--- config.mk ---
export PLATFORM = sky130hd
export DESIGN_NAME = pwm_timebase
export DESIGN_NICKNAME = d
export VERILOG_FILES = /design/src/rtl/pwmtb_pkg.sv /design/src/rtl/pwmtb_prescaler.sv /design/src/rtl/pwmtb_period.sv /design/src/rtl/pwmtb_counter.sv /design/src/rtl/pwm_timebase.sv
export SDC_FILE = /design/constraint.sdc
export NUM_CORES = 1
export LEC_CHECK = 0
export BUFFER_PORTS_ARGS = -buffer_cell sky130_fd_sc_hd__buf_2
export CORE_UTILIZATION = 40
export CTS_BUF_LIST = sky130_fd_sc_hd__clkbuf_8
export DETAILED_ROUTE_END_ITERATION = 10
export PLACE_DENSITY_LB_ADDON = 0.2
export SLEW_MARGIN = 0
export SYNTH_ARGS = -nofsm -noshare
export SYNTH_HDL_FRONTEND = slang
export SYNTH_SLANG_ARGS = --single-unit
--- constraint.sdc ---
create_clock -name clk -period 4.12 [get_ports clk]
set_input_delay 0.206 -clock clk [delete_from_list [all_inputs] [get_ports clk]]
set_output_delay 0.206 -clock clk [all_outputs]
set_load 0.01 [all_outputs]
--- src/rtl/pwmtb_pkg.sv ---
package pwmtb_pkg;
    typedef enum logic [1:0] {
        CM_UP   = 2'd0,
        CM_DOWN = 2'd1,
        CM_UPDN = 2'd2,
        CM_HOLD = 2'd3
    } cnt_mode_e;

    typedef enum logic [1:0] {
        RM_HALT   = 2'd0,
        RM_FINISH = 2'd1,
        RM_FREE_A = 2'd2,
        RM_FREE_B = 2'd3
    } run_mode_e;
endpackage

--- src/rtl/pwmtb_prescaler.sv ---
module pwmtb_prescaler #(
    parameter int HS_W = 3,
    parameter int CK_W = 3
) (
    input  logic            clk,
    input  logic            rst,
    input  logic [HS_W-1:0] hs_sel,
    input  logic [CK_W-1:0] ck_sel,
    output logic            tick
);
    localparam int HS_CW = HS_W + 2;
    localparam int CK_CW = 2 ** CK_W;

    typedef struct packed {
        logic [HS_CW-1:0] hs;
        logic [CK_CW-1:0] ck;
    } pre_st_t;

    pre_st_t st_d, st_q;
    logic [HS_CW-1:0] hs_lim;
    logic [CK_CW-1:0] ck_lim;
    logic             hs_wrap;

    always_comb begin
        hs_lim  = (hs_sel == '0) ? '0 : HS_CW'({hs_sel, 1'b0}) - HS_CW'(1);
        ck_lim  = (CK_CW'(1) << ck_sel) - CK_CW'(1);
        hs_wrap = (st_q.hs >= hs_lim);
        tick    = hs_wrap && (st_q.ck >= ck_lim);
        st_d    = st_q;
        st_d.hs = hs_wrap ? '0 : st_q.hs + HS_CW'(1);
        if (tick)         st_d.ck = '0;
        else if (hs_wrap) st_d.ck = st_q.ck + CK_CW'(1);
        if (rst)          st_d = '0;
    end

    always_ff @(posedge clk) st_q <= st_d;
endmodule

--- src/rtl/pwmtb_period.sv ---
module pwmtb_period #(
    parameter int CW = 16
) (
    input  logic          clk,
    input  logic          rst,
    input  logic          wr,
    input  logic          imm,
    input  logic [CW-1:0] wdata,
    input  logic          xfer,
    output logic [CW-1:0] act
);
    typedef struct packed {
        logic [CW-1:0] act;
        logic [CW-1:0] shd;
    } prd_st_t;

    prd_st_t st_d, st_q;

    always_comb begin
        st_d = st_q;
        if (xfer) st_d.act = st_q.shd;
        if (wr) begin
            st_d.shd = wdata;
            if (imm) st_d.act = wdata;
        end
        if (rst) st_d = '0;
    end

    always_ff @(posedge clk) st_q <= st_d;

    assign act = st_q.act;
endmodule

--- src/rtl/pwmtb_counter.sv ---
module pwmtb_counter
    import pwmtb_pkg::*;
#(
    parameter int CW = 16
) (
    input  logic          clk,
    input  logic          rst,
    input  logic          tick,
    input  logic [1:0]    mode,
    input  logic [1:0]    run,
    input  logic [CW-1:0] prd,
    output logic [CW-1:0] count,
    output logic          dir_up,
    output logic          zero_evt,
    output logic          prd_evt,
    output logic          xfer
);
    typedef struct packed {
        logic [CW-1:0] cnt;
        logic          dir;
        logic          zev;
        logic          pev;
    } cnt_st_t;

    cnt_st_t       st_d, st_q;
    logic [CW-1:0] nxt_cnt;
    logic          nxt_dir;
    logic          advance;
    logic          run_ok;

    always_comb begin
        run_ok  = run[1] || ((run == RM_FINISH) && (st_q.cnt != '0));
        advance = tick && (mode != CM_HOLD) && run_ok;
        nxt_cnt = st_q.cnt;
        nxt_dir = st_q.dir;
        case (cnt_mode_e'(mode))
            CM_UP: begin
                nxt_dir = 1'b1;
                nxt_cnt = (st_q.cnt >= prd) ? '0 : st_q.cnt + CW'(1);
            end
            CM_DOWN: begin
                nxt_dir = 1'b0;
                nxt_cnt = (st_q.cnt == '0) ? prd : st_q.cnt - CW'(1);
            end
            CM_UPDN: begin
                if (st_q.dir) begin
                    if (st_q.cnt >= prd) begin
                        nxt_dir = 1'b0;
                        nxt_cnt = (st_q.cnt == '0) ? '0 : st_q.cnt - CW'(1);
                    end else begin
                        nxt_cnt = st_q.cnt + CW'(1);
                    end
                end else begin
                    if (st_q.cnt == '0) begin
                        nxt_dir = 1'b1;
                        nxt_cnt = (prd == '0) ? '0 : CW'(1);
                    end else begin
                        nxt_cnt = st_q.cnt - CW'(1);
                    end
                end
            end
            default: begin
                nxt_cnt = st_q.cnt;
                nxt_dir = st_q.dir;
            end
        endcase

        xfer     = advance && (nxt_cnt == '0);
        st_d     = st_q;
        st_d.zev = advance && (nxt_cnt == '0);
        st_d.pev = advance && (nxt_cnt == prd);
        if (advance) begin
            st_d.cnt = nxt_cnt;
            st_d.dir = nxt_dir;
        end
        if (rst) begin
            st_d     = '0;
            st_d.dir = 1'b1;
        end
    end

    always_ff @(posedge clk) st_q <= st_d;

    assign count    = st_q.cnt;
    assign dir_up   = st_q.dir;
    assign zero_evt = st_q.zev;
    assign prd_evt  = st_q.pev;
endmodule

--- src/rtl/pwm_timebase.sv ---
module pwm_timebase #(
    parameter int CW   = 16,
    parameter int HS_W = 3,
    parameter int CK_W = 3
) (
    input  logic            clk,
    input  logic            rst,
    input  logic [1:0]      ctr_mode,
    input  logic [1:0]      run_mode,
    input  logic            prd_imm,
    input  logic [HS_W-1:0] hs_div,
    input  logic [CK_W-1:0] ck_div,
    input  logic            prd_wr,
    input  logic [CW-1:0]   prd_wdata,
    output logic [CW-1:0]   count,
    output logic            dir_up,
    output logic            zero_evt,
    output logic            prd_evt
);
    logic          tick;
    logic          xfer;
    logic [CW-1:0] prd_act;

    pwmtb_prescaler #(.HS_W(HS_W), .CK_W(CK_W)) u_pre (
        .clk(clk), .rst(rst), .hs_sel(hs_div), .ck_sel(ck_div), .tick(tick)
    );

    pwmtb_period #(.CW(CW)) u_prd (
        .clk(clk), .rst(rst), .wr(prd_wr), .imm(prd_imm),
        .wdata(prd_wdata), .xfer(xfer), .act(prd_act)
    );

    pwmtb_counter #(.CW(CW)) u_cnt (
        .clk(clk), .rst(rst), .tick(tick), .mode(ctr_mode), .run(run_mode),
        .prd(prd_act), .count(count), .dir_up(dir_up),
        .zero_evt(zero_evt), .prd_evt(prd_evt), .xfer(xfer)
    );
endmodule

==> results of run 1 <==
## worst max path at each step
stage | start | to | depth (start not counted)
2_1_floorplan | u_cnt.count[0]$_SDFFE_PP0P_ | u_prd.act[10]$_SDFF_PP0_ | 16
3_3_place_gp | u_cnt.count[1]$_SDFFE_PP0P_ | u_prd.act[1]$_SDFF_PP0_ | 13
3_5_place_dp | u_cnt.count[7]$_SDFFE_PP0P_ | u_cnt.prd_evt$_SDFF_PP0_ | 12
4_1_cts | u_cnt.count[1]$_SDFFE_PP0P_ | u_prd.act[7]$_SDFF_PP0_ | 13
5_1_grt | u_prd.act[15]$_SDFF_PP0_ | u_prd.act[8]$_SDFF_PP0_ | 14
6_report | u_cnt.count[2]$_SDFFE_PP0P_ | u_cnt.prd_evt$_SDFF_PP0_ | 12
## power by group
group	switching (mW)	leakage, nW	internal [mW]
clock network	0.269	0.109	0.359
registers	0.0230	0.523	0.647
logic	0.187	2.01	0.138
## worst max-delay path, stage by stage, from the launching register on
cell	delay, ps
dfxtp_1	480
ha_1	300
and3_1	180
o21ai_0	330
a311oi_1	170
buf_4	190
or4_1	550
a211oi_1	310
o31a_2	210
xnor2_1	120
nand4_1	140
or4_1	570
nor4_2	330
## metal layers
metal	track usage (%)	routed length (um)	part of all wire [%]	vias to the layer above
met5	0	0	0	-
li1	-	-	-	2499
met4	10.8	452	2.7	0
met2	41.4	7910	46	202
met1	34.8	7570	44	2460
met3	4.72	1110	6.5	33
## cell usage in the layout, fill, tap and decap left out, types with 12 or more instances in the layout
master    count
mux2i_1      32
buf_4        50
nor2_1       86
inv_1        31
nor3_1       12
nand4_1      12
ha_1         35
o21ai_0      33
buf_2        48
xnor2_1      27
nand2_1      34
a31oi_1      24
a211oi_1     19
nand3_1      23
dfxtp_1      63
a21oi_1      24
## stage by stage
step / cells / worst slack [ps] / utilization (%)
finish: 890 / 128 / 47.6
global route: 890 / 3.21 / 47.6
CTS: 889 / 59.5 / 47.0
detailed placement: 873 / 83.7 / 45.2
global placement: 873 / 116 / 45.2
floorplan: 648 / 658 / -
## registers in the layout (all words and copies together), names as in the netlist
name            count
u_prd.st_q         16
u_pre.st_q         13
u_cnt.count        16
u_prd.act          16
u_cnt.zero_evt      1
u_cnt.dir_up        1
u_cnt.prd_evt       1
## cell usage after synthesis, types with 21 or more instances
cell	number
nor2_1	87
dfxtp_1	64
ha_1	35
nand2_1	34
o21ai_0	33
mux2i_1	32
inv_1	31
xnor2_1	27
a21oi_1	24
a31oi_1	24
nand3_1	23
a211oi_1	21
## timing repair
action	4_1_cts	5_1_grt
resized for setup	0	14
setup buffers	0	1
endpoints found under the setup margin	0	17
## final cells by class
cell class	instances	area, um^2
clock buffers	10	138
multi-input cells	507	3550
well taps	172	215
flip-flops and latches	64	1280
clock inverters	6	92.6
fillers	1268	6640
inverters	32	120
repair buffers	99	636
## cell families (layout without fill, tap and decap cells)
logic type | count (synthesis) | in the layout | share of synthesized area [%]
fa+ha+maj | 35 | 35 | 8.39
mux | 34 | 34 | 6.57
other cells | 1 | 1 | 0.0718
flops | 64 | 64 | 24.5
buf+inv | 77 | 147 | 8.77
simple gates | 244 | 244 | 25.0
compound gates | 155 | 155 | 20.3
xor+xnor | 38 | 38 | 6.37
==> flow_metrics.env, run 1 <==
export IMPL_status="completed"
export IMPL_dpl_cell_area_um2=5730
export IMPL_r2r_start="u_cnt.count[2]$_SDFFE_PP0P_"
export IMPL_power_density_nw_per_um2=269
export IMPL_min_from="prd_wdata[6]"
export IMPL_holdPathEnd="u_prd.st_q[6]$_SDFFE_PP0P_"
export IMPL_cts_buffers_inserted=9
export IMPL_synthTopCellsByArea="dfxtp_1 (25%), ha_1 (8.4%), nor2_1 (6.3%), mux2i_1 (6.1%), xnor2_1 (4.5%)"
export IMPL_start_util_pct=41.2
export IMPL_worst_pin_slew_ps=763
export IMPL_syn_nets=713
export IMPL_hold_viol_final=0
export IMPL_antenna_left=0
export IMPL_max_freq_ghz=0.250
export IMPL_slew_violations=0
export IMPL_synth_distinct_cells=82
export IMPL_finalCritPeriodShare_pct=96.9
export IMPL_critPathLaunchType="register"
export IMPL_coreArea_um2=12700
export IMPL_crit_type="register to register"
export IMPL_portBuffers=48
export IMPL_gr_usage_all_layers_pct=26.1
export IMPL_ff2ff_path_depth=12
export IMPL_end_kind="register"
export IMPL_vias=5194
export IMPL_antenna_found_initial=0
export IMPL_avgViaCountPerCell=5.84
export IMPL_cts_clk_slew_worst_paths_ps=80
export IMPL_clock_latency_ps=360
export IMPL_p_total_mw=1.62
export IMPL_setup_viol=0
export IMPL_syn_avg_cell_area_um2=8.06
export IMPL_io_pins=49
export IMPL_cp_data_arrival_time_ps=4240
export IMPL_synth_edf_count=0
export IMPL_grt_pass1_vias=4762
export IMPL_fp_dieH_um=116
export IMPL_wl_um=17000
export IMPL_post_drt_wl_per_cell_um=19.1
export IMPL_reg2reg_slack_ps=130
export IMPL_post_route_min_period_ps=3990
export IMPL_area_growth_pct=15.5
export IMPL_syn_inst=648
export IMPL_htreeDepth=3
export IMPL_max_slew_margin_pct=49.1
export IMPL_grt_pass1_wl_um=26500
export IMPL_peakVddDrop_mv=0.385
export IMPL_tns_ps=0
export IMPL_r2r_end="u_cnt.prd_evt$_SDFF_PP0_"
export IMPL_yosysTopAreaCell="dfxtp_1"
export IMPL_hpwlAfterDp_um=13000
export IMPL_drc=0
export IMPL_num_rows=41
export IMPL_rsz0062_at_grt="false"
export IMPL_drive_gt1_share_pct=22.0
export IMPL_ctsHoldBuffers=0
export IMPL_power_leakage_nw=2.64
export IMPL_async_reset_ff_share_pct=0
export IMPL_hold_slack_ps=103
export IMPL_synth_flop_cell="dfxtp_1"
export IMPL_worstPathMaxFanout=9
export IMPL_final_area_um2=6030
export IMPL_first_pass_iters=5
export IMPL_die_width_um=116
export IMPL_synthDominantCellAreaShare_pct=24.5
export IMPL_cts_sinks=64
export IMPL_maxCapViolCount=0
export IMPL_cts_path_max_buffers=2
export IMPL_grt_overflow=0
export IMPL_cts_tree="yes"
export IMPL_cts_root_buf="clkbuf_8"
export IMPL_place_gp_congestion=0.993
export IMPL_die_area_um2=13500
export IMPL_ys_seq_area_share_pct=24.5
export IMPL_required_ps=4370
export IMPL_skew_ps=14.6
export IMPL_diodes=0
export IMPL_synth_area_um2=5220
export IMPL_hold_path_depth=3
export IMPL_grt_max_degree=37
export IMPL_drt_iter0_drc=419
export IMPL_ys_seq_elements=64
export IMPL_hp_class="input port to register"
export IMPL_ys_warn_count=0
export IMPL_fin_nets=778
(Power assumes the default switching activity.)
==> run 2: changes to the inputs <==
--- a/config.mk
+++ b/config.mk
@@ -5,8 +5,9 @@
 export SDC_FILE = /design/constraint.sdc
 export NUM_CORES = 1
 export LEC_CHECK = 0
+export ABC_AREA = 1
 export BUFFER_PORTS_ARGS = -buffer_cell sky130_fd_sc_hd__buf_2
-export CORE_UTILIZATION = 40
+export CORE_UTILIZATION = 44
 export CTS_BUF_LIST = sky130_fd_sc_hd__clkbuf_8
 export DETAILED_ROUTE_END_ITERATION = 10
 export PLACE_DENSITY_LB_ADDON = 0.2
==> run 2 against run 1 <==
Against the previous run: clock power is 14% lower; cell area rose by 5.9%; flip-flop and latch count is the same; worst hold slack lost 8.2 ps; clock skew about the same; critical path type unchanged; critical endpoint is now u_prd.act[9]$_SDFF_PP0_; largest power group unchanged; highest routed layer unchanged.
==> flow_metrics.env, run 2 <==
export IMPL_setup_viol=0
export IMPL_vias=6301
export IMPL_post_cts_resized=0
export IMPL_io_pins=49
export IMPL_ff2ff_path_depth=22
export IMPL_die_area_um2=13900
export IMPL_status="completed"
export IMPL_antenna_left=0
export IMPL_drt_iter0_drc=584
export IMPL_place_gp_congestion=0.949
export IMPL_max_freq_ghz=0.285
export IMPL_antenna_found_initial=0
export IMPL_muxShareOfSynthArea_pct=0
export IMPL_synth_compound_area_share_pct=11.7
export IMPL_r2r_start="u_cnt.count[5]$_SDFFE_PP0P_"
export IMPL_critPathLaunchType="register"
export IMPL_hold_path_depth=3
export IMPL_synth_edf_count=0
export IMPL_wl_um=18100
export IMPL_p_sw_share_pct=33.4
export IMPL_slowest_stage="dfxtp_1"
export IMPL_end_kind="register"
export IMPL_clock_latency_ps=360
export IMPL_tns_ps=0
export IMPL_path_cells="ha_1, nand2_1, inv_1, nand2_1, nor2_1, nor2_1, nand2_1, nand2_2, nand3_4, nand2_1, nand2_1, nand2_1, nand3_1, nand2_1, nand2_1, nor2_1, nand2_1, nor2_4, nand3_1, nand3_1, nand2_1, inv_1"
export IMPL_synth_simple_gate_area_share_pct=44.3
export IMPL_power_leakage_nw=3.30
export IMPL_ys_seq_elements=64
export IMPL_cp_data_arrival_time_ps=3810
export IMPL_p_clk_share_pct=33.4
export IMPL_slew_violations=0
export IMPL_rsz0062_at_grt="false"
export IMPL_worst_pin_slew_ps=830
export IMPL_first_pass_iters=5
export IMPL_register_area_um2=1280
export IMPL_syn_inst=958
export IMPL_synth_area_um2=5910
export IMPL_n_fill_cell=1417
export IMPL_crit_type="register to register"
export IMPL_min_from="prd_wdata[9]"
export IMPL_layout_commonest_cell="nand2_1"
export IMPL_fin_util_pct=49.6
export IMPL_yosysMostFrequentCell="nand2_1"
export IMPL_final_cell_mix="nand2_1 (241), inv_1 (123), nor2_1 (119)"
export IMPL_synthTopCellsByArea="dfxtp_1 (22%), nand2_1 (15%), nand3_1 (8.0%), inv_1 (7.8%), nor2_1 (7.6%)"
export IMPL_max_slew_margin_pct=44.6
export IMPL_async_reset_ff_share_pct=0
export IMPL_synth_xor_xnor_area_share_pct=2.22
export IMPL_grt_max_degree=37
export IMPL_final_area_um2=6380
export IMPL_cts_sinks=64
export IMPL_yosysTopAreaCell="dfxtp_1"
export IMPL_cts_setup_buffers=0
export IMPL_hp_class="input port to register"
export IMPL_num_rows=41
export IMPL_p_int_mw=1.08
export IMPL_coreArea_um2=12900
export IMPL_cp_common_cell="nand2_1"
export IMPL_hpwlAfterDp_um=13700
export IMPL_synthAdderAreaFrac_pct=7.41
export IMPL_gr_usage_all_layers_pct=26.6
export IMPL_syn_avg_cell_area_um2=6.17
export IMPL_cts_clk_slew_worst_paths_ps=80
export IMPL_pwr_share_seq_pct=42.0
export IMPL_maxCapViolCount=0
export IMPL_area_growth_pct=8.02
export IMPL_fp_dieH_um=118
export IMPL_synthTopCellsByCount="nand2_1 (241), inv_1 (123), nor2_1 (119)"
export IMPL_skew_ps=14.4
export IMPL_p_sw_mw=0.544
export IMPL_syn_nets=1023
export IMPL_synthDominantCellAreaShare_pct=21.7
export IMPL_post_route_min_period_ps=3510
export IMPL_hold_viol_final=0
export IMPL_synth_top_family_by_area="simple AND/OR/NAND/NOR gates"
export IMPL_avgViaCountPerCell=5.41
export IMPL_post_drt_wl_per_cell_um=15.5
export IMPL_worstPathMaxFanout=18
export IMPL_drc=0
export IMPL_peakVddDrop_mv=0.218
export IMPL_cts_buffers_inserted=9
export IMPL_fin_nets=1056
export IMPL_multi_input_area_um2=3890
export IMPL_grt_overflow=0
export IMPL_dpl_cell_area_um2=6200
export IMPL_p_comb_share_pct=24.7
export IMPL_diodes=0
export IMPL_htreeDepth=3
export IMPL_synth_distinct_cells=47
export IMPL_cts_tree="yes"
export IMPL_max_stage_delay_ps=650
export IMPL_grt_pass1_wl_um=29400
export IMPL_p_total_mw=1.63
export IMPL_synth_flop_cell="dfxtp_1"
export IMPL_finalCritPeriodShare_pct=85.3
export IMPL_drive_gt1_share_pct=13.6
export IMPL_crit_start="u_cnt.count[5]$_SDFFE_PP0P_"
export IMPL_grt_pass1_vias=5541
export IMPL_ys_seq_area_share_pct=21.7
export IMPL_cts_root_buf="clkbuf_8"
export IMPL_required_ps=4420
export IMPL_portBuffers=48
export IMPL_die_width_um=118
export IMPL_power_density_nw_per_um2=255
export IMPL_cts_path_max_buffers=2
export IMPL_start_util_pct=45.9
export IMPL_ys_warn_count=0
export IMPL_ctsHoldBuffers=0
-- run 2: layer usage --
layer  vias to the layer above  part of all wire, %  GRT usage [%]
li1                       3180                    -              -
met1                      2814                   47           38.3
met2                       272                   41           38.9
met3                        35                  8.9           4.89
met4                         0                  2.8           10.3
met5                         -                    0              0
-- run 2: kinds of logic (layout without fill, tap and decap cells) --
kind of cell	count (synthesis)	after routing
AOI/OAI and AO/OA	118	118
adders and majority gates	35	35
other	1	1
xor gates and xnor gates	15	15
buffers and inverters	171	205
DFF	64	64
and+or+nand+nor	554	554
-- run 2: final cells by class --
type	count	share of cell area (%)
repair buffers	56	4.70
clock inverters	1	0.470
well taps	172	3.37
inverters	137	8.06
flip-flops and latches	64	20.1
multi-input cells	723	61.0
clock buffers	11	2.37
-- run 2: path summary, 6_finish.rpt --
kind | end | slack [ps]
worst max-delay path | u_prd.act[9]$_SDFF_PP0_ | 610
worst min-delay path | u_prd.st_q[9]$_SDFFE_PP0P_ | 100
worst max register to register | u_prd.act[9]$_SDFF_PP0_ | 610
worst min register to register | u_pre.st_q[8]$_SDFF_PP0_ | 470
-- run 2: worst max-delay path, delay by kind of cell, from the launching register on --
family / cells / cell delay, ps
buf+inv: 2 / 90
fa+ha+maj: 1 / 340
simple gates: 19 / 2380
flops: 1 / 650
-- run 2: per-stage QoR --
step           instances  hold WS, ps  setup slack, ps
4_1_cts             1164         85.1              668
6_report            1164         95.0              606
2_1_floorplan        958          341             1470
5_1_grt             1164         98.5              194
3_5_place_dp        1152          450              686
3_3_place_gp        1152          451              756
-- run 2: power groups by stage --
stage	clock [mW]	sequential, mW	combinational [mW]
floorplan	0	0.686	0.301
detailed placement	0	0.697	0.392
global placement	0	0.697	0.392
finish	0.543	0.683	0.401
CTS	0.556	0.683	0.394
global route	0.589	0.687	0.453
==> run 3: changes to the inputs <==
--- a/config.mk
+++ b/config.mk
@@ -10,6 +10,7 @@
 export CORE_UTILIZATION = 44
 export CTS_BUF_LIST = sky130_fd_sc_hd__clkbuf_8
 export DETAILED_ROUTE_END_ITERATION = 10
+export MAX_ROUTING_LAYER = met4
 export PLACE_DENSITY_LB_ADDON = 0.2
 export SLEW_MARGIN = 0
 export SYNTH_ARGS = -nofsm -noshare
==> run 3 against run 2 <==
Against the previous run: highest routed layer unchanged; sequential power about the same; combinational power about the same; via count fell by 0.11%; utilization increased by 0.18 points; critical path depth did not move; global-route usage grew 0.37 points; final cell count up 0.17%; critical endpoint is now u_prd.act[10]$_SDFF_PP0_; critical path type unchanged; power increased by 4.3%; sequential share of layout area down 0.074 points; flip-flop and latch count unchanged; first-iteration DRC count up 3.8%; fmax decreased by 1.1%.
==> flow_metrics.env, run 3 (synthesis results as in run 2) <==
export IMPL_grt_pass1_wl_um=29300
export IMPL_grt_pass1_vias=5697
export IMPL_area_growth_pct=8.43
export IMPL_cts_setup_buffers=0
export IMPL_ff2ff_path_depth=22
export IMPL_hpwlAfterDp_um=13600
export IMPL_r2r_end="u_prd.act[10]$_SDFF_PP0_"
export IMPL_fin_util_pct=49.8
export IMPL_vias=6294
export IMPL_post_cts_resized=0
export IMPL_power_leakage_nw=3.31
export IMPL_worst_pin_slew_ps=818
export IMPL_cts_clk_slew_worst_paths_ps=80
export IMPL_cts_sinks=64
export IMPL_hp_class="input port to register"
export IMPL_peakVddDrop_mv=0.243
export IMPL_antenna_left=0
export IMPL_gr_usage_all_layers_pct=27.0
export IMPL_num_rows=41
export IMPL_dpl_cell_area_um2=6190
export IMPL_fin_nets=1054
export IMPL_post_route_min_period_ps=3550
export IMPL_place_gp_congestion=0.963
export IMPL_hold_path_depth=3
export IMPL_cp_data_arrival_time_ps=3850
export IMPL_cts_root_buf="clkbuf_8"
export IMPL_pre_cts_ws_ps=671
export IMPL_cts_tree="yes"
export IMPL_io_pins=49
export IMPL_finalCritPeriodShare_pct=86.2
export IMPL_coreArea_um2=12900
export IMPL_worstPathMaxFanout=18
export IMPL_setup_viol=0
export IMPL_portBuffers=48
export IMPL_grt_overflow=0
export IMPL_end_kind="register"
export IMPL_layout_commonest_cell="nand2_1"
export IMPL_wl_um=17900
export IMPL_drive_gt1_share_pct=13.7
export IMPL_final_instance_count_excl_fill=1166
export IMPL_die_width_um=118
export IMPL_post_drt_wl_per_cell_um=15.3
export IMPL_grt_max_degree=37
export IMPL_maxCapViolCount=0
export IMPL_hold_viol_final=0
export IMPL_fin_ws_ps=568
export IMPL_clock_latency_ps=350
export IMPL_max_freq_ghz=0.282
export IMPL_fp_dieH_um=118
export IMPL_crit_type="register to register"
export IMPL_final_cell_mix="nand2_1 (241), inv_1 (124), nor2_1 (119)"
export IMPL_final_area_um2=6410
export IMPL_drt_iter0_drc=606
export IMPL_slew_violations=0
export IMPL_rsz0062_at_grt="false"
export IMPL_die_area_um2=13900
export IMPL_first_pass_iters=5
export IMPL_cts_path_max_buffers=2
export IMPL_min_from="prd_wdata[13]"
export IMPL_diodes=0
export IMPL_skew_ps=16.3
export IMPL_reg2reg_slack_ps=570
export IMPL_start_util_pct=45.9
export IMPL_cts_buffers_inserted=9
export IMPL_status="completed"
export IMPL_critPathLaunchType="register"
export IMPL_ctsHoldBuffers=0
export IMPL_avgViaCountPerCell=5.40
export IMPL_drc=0
export IMPL_holdPathEnd="u_prd.st_q[13]$_SDFFE_PP0P_"
export IMPL_required_ps=4410
export IMPL_r2r_start="u_cnt.count[5]$_SDFFE_PP0P_"
export IMPL_antenna_found_initial=0
export IMPL_max_slew_margin_pct=45.4
export IMPL_dpl_cell_count=1150
export IMPL_htreeDepth=3
export IMPL_power_density_nw_per_um2=265
export IMPL_tns_ps=0
run 3: cell count changes in the layout (fill, tap and decap cells not counted):
cell       change
clkinv_2       +2
buf_4          -2
inv_1          +1
inv_6          +1
bufinv_16      +1
clkbuf_8       -1
run 3: how the worst max path moves through the flow:
stage,from,to,slack (ps),cells after the start
floorplan,u_cnt.count[13]$_SDFFE_PP0P_,u_prd.act[6]$_SDFF_PP0_,1470,21
global placement,u_cnt.count[4]$_SDFFE_PP0P_,u_prd.act[7]$_SDFF_PP0_,700,22
detailed placement,u_cnt.count[5]$_SDFFE_PP0P_,u_prd.act[10]$_SDFF_PP0_,670,22
CTS,u_cnt.count[5]$_SDFFE_PP0P_,u_prd.act[10]$_SDFF_PP0_,640,22
global route,u_cnt.count[5]$_SDFFE_PP0P_,u_prd.act[10]$_SDFF_PP0_,160,22
finish,u_cnt.count[5]$_SDFFE_PP0P_,u_prd.act[10]$_SDFF_PP0_,570,22
run 3: per-stage QoR:
step / total power [mW] / hold WS, ps
2_1_floorplan: 0.987 / 341
3_3_place_gp: 1.09 / 448
3_5_place_dp: 1.09 / 453
4_1_cts: 1.71 / 79.3
5_1_grt: 1.79 / 114
6_report: 1.70 / 98.3
run 3: layout make-up:
type | instances | area [um^2]
Multi-Input combinational cell | 723 | 3890
Fill cell | 1364 | 6470
Clock inverter | 6 | 82.6
Timing Repair Buffer | 54 | 285
Clock buffer | 10 | 138
Inverter | 137 | 514
Sequential cell | 64 | 1280
Tap cell | 172 | 215
run 3: power by group:
part           internal [mW]  leakage [nW]  switching, mW
Combinational          0.133          2.67          0.266
Clock                  0.355         0.118          0.262
Sequential             0.651         0.524         0.0315
run 3: layer usage:
metal	track usage (%)	wire, um
met1	37.8	8360
met5	-	0
met4	11.5	568
met3	3.20	1610
met2	38.8	7360
run 3: worst max-delay path, cell delays in order, from the launching register on:
cell	delay [ps]
dfxtp_1	670
ha_1	340
nand2_1	70
inv_1	30
nand2_1	70
nor2_1	50
nor2_1	80
nand2_1	130
nand2_2	330
nand3_4	290
nand2_1	130
nand2_1	80
nand2_1	60
nand3_1	60
nand2_1	130
nand2_1	70
nor2_1	80
nand2_1	100
nor2_4	340
nand3_1	140
nand3_1	110
nand2_1	70
inv_1	50
